$ cat src/rtl/pfq_pkg.sv
package pfq_pkg;

  typedef struct packed {
    logic flush;
    logic fill;
    logic pop;
  } pfqStrobes_t;

  typedef enum logic [1:0] {
    QS_IDLE  = 2'b00,
    QS_FIRST = 2'b01,
    QS_FLUSH = 2'b10,
    QS_NEXT  = 2'b11
  } pfqStatus_t;

endpackage

$ cat src/rtl/pfq_ctrl.sv
module pfq_ctrl
  import pfq_pkg::*;
#(
  parameter int DEPTH        = 6,
  parameter int FETCH_CYCLES = 4,
  parameter int CW           = $clog2(DEPTH + 1)
) (
  input  logic          clk,
  input  logic          rstN,
  input  logic          jumpReq,
  input  logic          operandHold,
  input  logic          popReq,
  input  logic          popFirst,
  input  logic          queueEmpty,
  input  logic [CW-1:0] occupancy,
  output pfqStrobes_t   strobes,
  output logic          fetchBusy,
  output logic [1:0]    qStatus
);
  localparam int TW = (FETCH_CYCLES > 1) ? $clog2(FETCH_CYCLES) : 1;

  logic          busy;
  logic [TW-1:0] tick;
  logic [CW:0]   freeSlots;
  logic          roomForWord;
  logic          startFetch;
  logic          lastTick;
  pfqStatus_t    statusReg;

  always_comb begin
    freeSlots   = (CW + 1)'(DEPTH) - {1'b0, occupancy};
    roomForWord = freeSlots >= (CW + 1)'(2);
    startFetch  = !busy && !jumpReq && !operandHold && roomForWord;
    lastTick    = busy && (tick == TW'(FETCH_CYCLES - 1));
    strobes.flush = jumpReq;
    strobes.fill  = lastTick && !jumpReq;
    strobes.pop   = popReq && !queueEmpty && !jumpReq;
  end

  always_ff @(posedge clk) begin
    if (!rstN) begin
      busy <= 1'b0;
      tick <= '0;
    end else if (jumpReq) begin
      busy <= 1'b0;
      tick <= '0;
    end else if (startFetch) begin
      busy <= 1'b1;
      tick <= '0;
    end else if (lastTick) begin
      busy <= 1'b0;
    end else if (busy) begin
      tick <= tick + 1'b1;
    end
  end

  always_ff @(posedge clk) begin
    if (!rstN)
      statusReg <= QS_IDLE;
    else if (jumpReq)
      statusReg <= QS_FLUSH;
    else if (strobes.pop)
      statusReg <= popFirst ? QS_FIRST : QS_NEXT;
    else
      statusReg <= QS_IDLE;
  end

  assign fetchBusy = busy;
  assign qStatus   = statusReg;

endmodule

$ cat src/rtl/pfq_datapath.sv
module pfq_datapath
  import pfq_pkg::*;
#(
  parameter int DEPTH = 6,
  parameter int AW    = 20,
  parameter int CW    = $clog2(DEPTH + 1),
  parameter int PW    = $clog2(DEPTH)
) (
  input  logic          clk,
  input  logic          rstN,
  input  pfqStrobes_t   strobes,
  input  logic [AW-1:0] jumpAddr,
  input  logic [15:0]   memWord,
  output logic [7:0]    headByte,
  output logic          queueEmpty,
  output logic [CW-1:0] occupancy,
  output logic [AW-1:0] fetchAddr
);
  logic [7:0]    slots [DEPTH];
  logic [PW-1:0] headIdx;
  logic [PW-1:0] tailIdx;
  logic [CW-1:0] count;
  logic [AW-1:0] bytePtr;
  logic          oddStart;
  logic [CW-1:0] pushCount;

  function automatic logic [PW-1:0] nextIdx(input logic [PW-1:0] idx);
    return (idx == PW'(DEPTH - 1)) ? '0 : idx + 1'b1;
  endfunction

  always_comb begin
    oddStart  = bytePtr[0];
    pushCount = strobes.fill ? (oddStart ? CW'(1) : CW'(2)) : '0;
  end

  always_ff @(posedge clk) begin
    if (!rstN) begin
      headIdx <= '0;
      tailIdx <= '0;
      count   <= '0;
      bytePtr <= '0;
    end else if (strobes.flush) begin
      headIdx <= '0;
      tailIdx <= '0;
      count   <= '0;
      bytePtr <= jumpAddr;
    end else begin
      if (strobes.pop)
        headIdx <= nextIdx(headIdx);
      if (strobes.fill) begin
        tailIdx <= oddStart ? nextIdx(tailIdx) : nextIdx(nextIdx(tailIdx));
        bytePtr <= {bytePtr[AW-1:1] + 1'b1, 1'b0};
      end
      count <= count + pushCount - CW'(strobes.pop);
    end
  end

  always_ff @(posedge clk) begin
    if (strobes.fill && !strobes.flush) begin
      if (oddStart) begin
        slots[tailIdx] <= memWord[15:8];
      end else begin
        slots[tailIdx]          <= memWord[7:0];
        slots[nextIdx(tailIdx)] <= memWord[15:8];
      end
    end
  end

  assign headByte   = slots[headIdx];
  assign queueEmpty = (count == '0);
  assign occupancy  = count;
  assign fetchAddr  = {bytePtr[AW-1:1], 1'b0};

endmodule

$ cat src/rtl/prefetch_queue.sv
module prefetch_queue
  import pfq_pkg::*;
#(
  parameter int DEPTH        = 6,
  parameter int AW           = 20,
  parameter int FETCH_CYCLES = 4
) (
  input  logic          clk,
  input  logic          rstN,
  input  logic          jumpReq,
  input  logic [AW-1:0] jumpAddr,
  input  logic          operandHold,
  input  logic          popReq,
  input  logic          popFirst,
  input  logic [15:0]   memWord,
  output logic          fetchBusy,
  output logic [AW-1:0] fetchAddr,
  output logic          qEmpty,
  output logic [7:0]    qByte,
  output logic [1:0]    qStatus
);
  localparam int CW = $clog2(DEPTH + 1);
  localparam int PW = $clog2(DEPTH);

  pfqStrobes_t   strobes;
  logic [CW-1:0] occupancy;

  pfq_ctrl #(.DEPTH(DEPTH), .FETCH_CYCLES(FETCH_CYCLES), .CW(CW)) ctrl (
    .clk(clk), .rstN(rstN), .jumpReq(jumpReq), .operandHold(operandHold),
    .popReq(popReq), .popFirst(popFirst), .queueEmpty(qEmpty),
    .occupancy(occupancy), .strobes(strobes), .fetchBusy(fetchBusy),
    .qStatus(qStatus)
  );

  pfq_datapath #(.DEPTH(DEPTH), .AW(AW), .CW(CW), .PW(PW)) datapath (
    .clk(clk), .rstN(rstN), .strobes(strobes), .jumpAddr(jumpAddr),
    .memWord(memWord), .headByte(qByte), .queueEmpty(qEmpty),
    .occupancy(occupancy), .fetchAddr(fetchAddr)
  );

endmodule

$ cat config.mk
export PLATFORM = sky130hd
export DESIGN_NAME = prefetch_queue
export DESIGN_NICKNAME = d
export VERILOG_FILES = /design/src/rtl/pfq_pkg.sv /design/src/rtl/pfq_ctrl.sv /design/src/rtl/pfq_datapath.sv /design/src/rtl/prefetch_queue.sv
export SDC_FILE = /design/constraint.sdc
export NUM_CORES = 1
export LEC_CHECK = 0
export ABC_AREA = 1
export BUFFER_PORTS_ARGS = -buffer_cell sky130_fd_sc_hd__buf_2
export CELL_PAD_IN_SITES_DETAIL_PLACEMENT = 0
export CELL_PAD_IN_SITES_GLOBAL_PLACEMENT = 1
export CORE_MARGIN = 2
export CORE_UTILIZATION = 46
export CTS_CLUSTER_DIAMETER = 40
export DETAILED_ROUTE_END_ITERATION = 12
export PLACE_DENSITY = 0.92
export SYNTH_ARGS = -nofsm -noshare
export SYNTH_HDL_FRONTEND = slang
export SYNTH_SLANG_ARGS = --single-unit
$ cat constraint.sdc
create_clock -name clk -period 4.85 [get_ports clk]
set_input_delay 0.485 -clock clk [delete_from_list [all_inputs] [get_ports clk]]
set_output_delay 0.485 -clock clk [all_outputs]
set_load 0.005 [all_outputs]
==> flow_summary_export.csv <==
group,metric,value,unit
final_layout,num-fill-cells,989,
floorplanning,die_w,106,um
setup_path,worst_path_largest_cell_delay,0.90,ns
timing,tns,0,ns
setup_path,path_max_fanout,25,
routing,drt_iter0_markers,351,
timing,slew_viol_final,0,
routing,via_per_inst,5.35,
final_layout,drive_above_1_share,18.6,%
yosys,yosys-top-cells-count,"nand2_1, nor2_1, edfxtp_1",
final_layout,multi_input_area,2110,um^2
final_layout,final_nets,660,
timing,max_freq,336,MHz
timing,finalHoldViolCount,0,
yosys,synth-main-ff-cell,"edfxtp_1",
clock_tree,cts_buffer_depth,2,
routing,drt-total-wl,11500,um
yosys,netlist_top_cells_area,"edfxtp_1, dfxtp_1, nand2_1, o21ai_1, nor2_1",
placement,post-place-cells,734,
final_layout,syn2layout_area_growth,9.03,%
placement,place_ws,2.12,ns
routing,drt.antenna.violating_nets,0,
global_route,grt_pass1_vias,3808,
clock_tree,cts-buffers-inserted,9,
placement,place_area,5020,um^2
yosys,synth.most_common_cell,"nand2_1",
setup_path,critPathSlowestCell,"dfxtp_1",
clock_tree,clk_latency,0.37,ns
yosys,synth_top_area_share,30.3,%
floorplanning,io_pins,74,
yosys,ys_types,40,
clock_tree,cts-resized-gates,0,
power_and_ir_drop,cellLeakagePower,2.01,nW
routing,drt-pass1-iter-count,6,
yosys,ys_seq_elements,85,
timing,fin_ws,1.87,ns
timing,timing.final.crit_period,2.98,ns
yosys,yosys.area.top_type,"edfxtp_1",
placement,hpwl,8180,um
yosys,synth_edf_count,48,
timing,clock_skew,0.0101,ns
global_route,antenna_found_initial,0,
global_route,gr-total-overflow,0,
hold_path,hold_path.class,"in2reg",
setup_path,end_kind,"output port",
final_layout,n_antenna_cell,0,
power_and_ir_drop,p_per_area,259,nW/um^2
setup_path,startpoint_type,"flip-flop",
power_and_ir_drop,irDropWorstVdd,0.126,mV
yosys,ys_seq_area_share,45.8,%
clock_tree,hold_buffers,0,
routing,vias,4012,
global_route,track_usage,21.0,%
setup_path,path_class,"reg2out",
placement,port_buffers,72,
yosys,yosysWarnings,0,
clock_tree,htree_levels,3,
global_route,grt_pass1_wl,18300,um
setup_path,required,4.37,ns
status,status,"finished, final reports clean",
setup_path,crit_chain,"inv_1, nand2_1, a32o_1, o22ai_1, buf_2",
clock_tree,clock_sinks,85,
global_route,grt_max_degree,26,
floorplanning,initial_core_util,46.8,%
floorplanning,die_h,106,um
yosys,postSynthAreaPerCell,8.42,um^2
final_layout,fin_area,5190,um^2
floorplanning,coreArea,10200,um^2
setup_path,worstPathArrival,2.49,ns
yosys,async_flop_share,0,%
timing,fin_crit_sh,61.3,%
timing,grt_setup_unrepaired,"no",
yosys,syn_nets,617,
yosys,syn-cell-area,4760,um^2
clock_tree,clk_pin_slew,0.09,ns
run,cap_viol_max_count,0,
clock_tree,cts_tree,"built",
floorplanning,num_rows,37,
routing,drc,0,
clock_tree,postCtsSetupBuffers,0,
placement,place.gp.congestion,0.860,
routing,wl_per_cell,15.3,um
yosys,synthCells,566,
final_layout,regArea,2180,um^2
clock_tree,clockRootBuffer,"clkbuf_8",
floorplanning,die_area,11200,um^2
final_layout,layout.cells.non_filler,750,
timing,slew-limit-headroom,19.9,%
timing,setup_viol,0,
timing,worst_pin_slew,1.19,ns
[sequential cells by signal, summed over array words and instances, names as in the netlist, named ones only]
name / cells
datapath.bytePtr: 20
datapath.tailIdx: 3
datapath.slots: 48
datapath.occupancy: 3
ctrl.qStatus: 2
ctrl.tick: 2
datapath.headIdx: 3
ctrl.fetchBusy: 1
[placed cells by master, fill, tap and decap left out, types with 2 or more instances in the layout]
master / n
o21ai_0: 30
o21ai_2: 3
o22ai_1: 8
buf_2: 72
nor3_1: 5
clkinv_4: 2
a21oi_1: 29
a31oi_1: 7
a32o_1: 8
xor2_1: 8
xnor2_1: 2
or2_2: 2
nand2_4: 2
o21a_1: 2
nor2_2: 3
a22o_1: 2
nor3_4: 2
edfxtp_1: 48
inv_2: 3
clkinv_2: 2
nand3_1: 17
nand2_1: 141
clkbuf_8: 9
nor2_1: 51
nand4_1: 3
mux2i_4: 8
clkinvlp_4: 2
o21ai_1: 44
inv_1: 45
ha_1: 8
inv_6: 2
clkinv_1: 2
dfxtp_1: 37
[cells by family after synthesis]
group	after synthesis	share of synthesized area, %
other	1	0.0787
XOR/XNOR	10	1.84
buffers and inverters	91	9.90
AND/OR/NAND/NOR	228	20.2
adder cells (fa/ha/maj)	9	2.52
multiplexers	8	3.78
flip-flops	85	45.8
AO/OA/AOI/OAI	134	15.9
[critical path: cells and delay by family, from the launching register on]
| family | cells | cell delay (ns) |
|---|---|---|
| AOI/OAI and AO/OA | 2 | 0.28 |
| buffers and inverters | 2 | 0.77 |
| and+or+nand+nor | 1 | 0.17 |
| DFF | 1 | 0.90 |
[power breakdown]
part           switching, mW  total [mW]  internal [mW]
clock network          0.270       0.457          0.187
registers             0.0136       0.783          0.770
logic                 0.0622       0.105         0.0425
[through the flow]
step                      hold WS [ns]  util [%]  power [mW]
after floorplan                  0.441         -       0.862
after global placement           0.451      49.3       0.901
after detailed placement         0.469      49.3       0.903
after CTS                        0.363      51.0        1.35
after global routing             0.369      51.0        1.40
final                            0.373      51.0        1.34
[layout make-up]
class	count	area share [%]
multi-input combinational	390	40.6
clock buffer	9	2.38
sequential	85	42.0
tap	136	3.28
inverter	51	3.81
timing repair buffer	72	6.94
clock inverter	7	0.963
[final timing paths]
check	start	endpoint	slack, ns	cells past startpoint
setup / recovery	flip-flop	qByte[6]	1.87	5
hold reg to reg	datapath.headIdx[0]	flip-flop	0.48	2
setup reg to reg	ctrl.tick[0]	datapath.occupancy[2]	2.29	9
hold / removal	jumpAddr[9]	datapath.bytePtr[9]	0.37	3
[per-layer routing]
layer | GRT usage, % | routed length, um | vias to the layer above
met5 | 0 | 0 | -
met4 | 11.0 | 342 | 0
met1 | 26.5 | 4790 | 1837
met3 | 3.71 | 713 | 26
met2 | 34.5 | 5660 | 176
li1 | - | - | 1973
No activity file was read; power rests on OpenSTA's default activity.
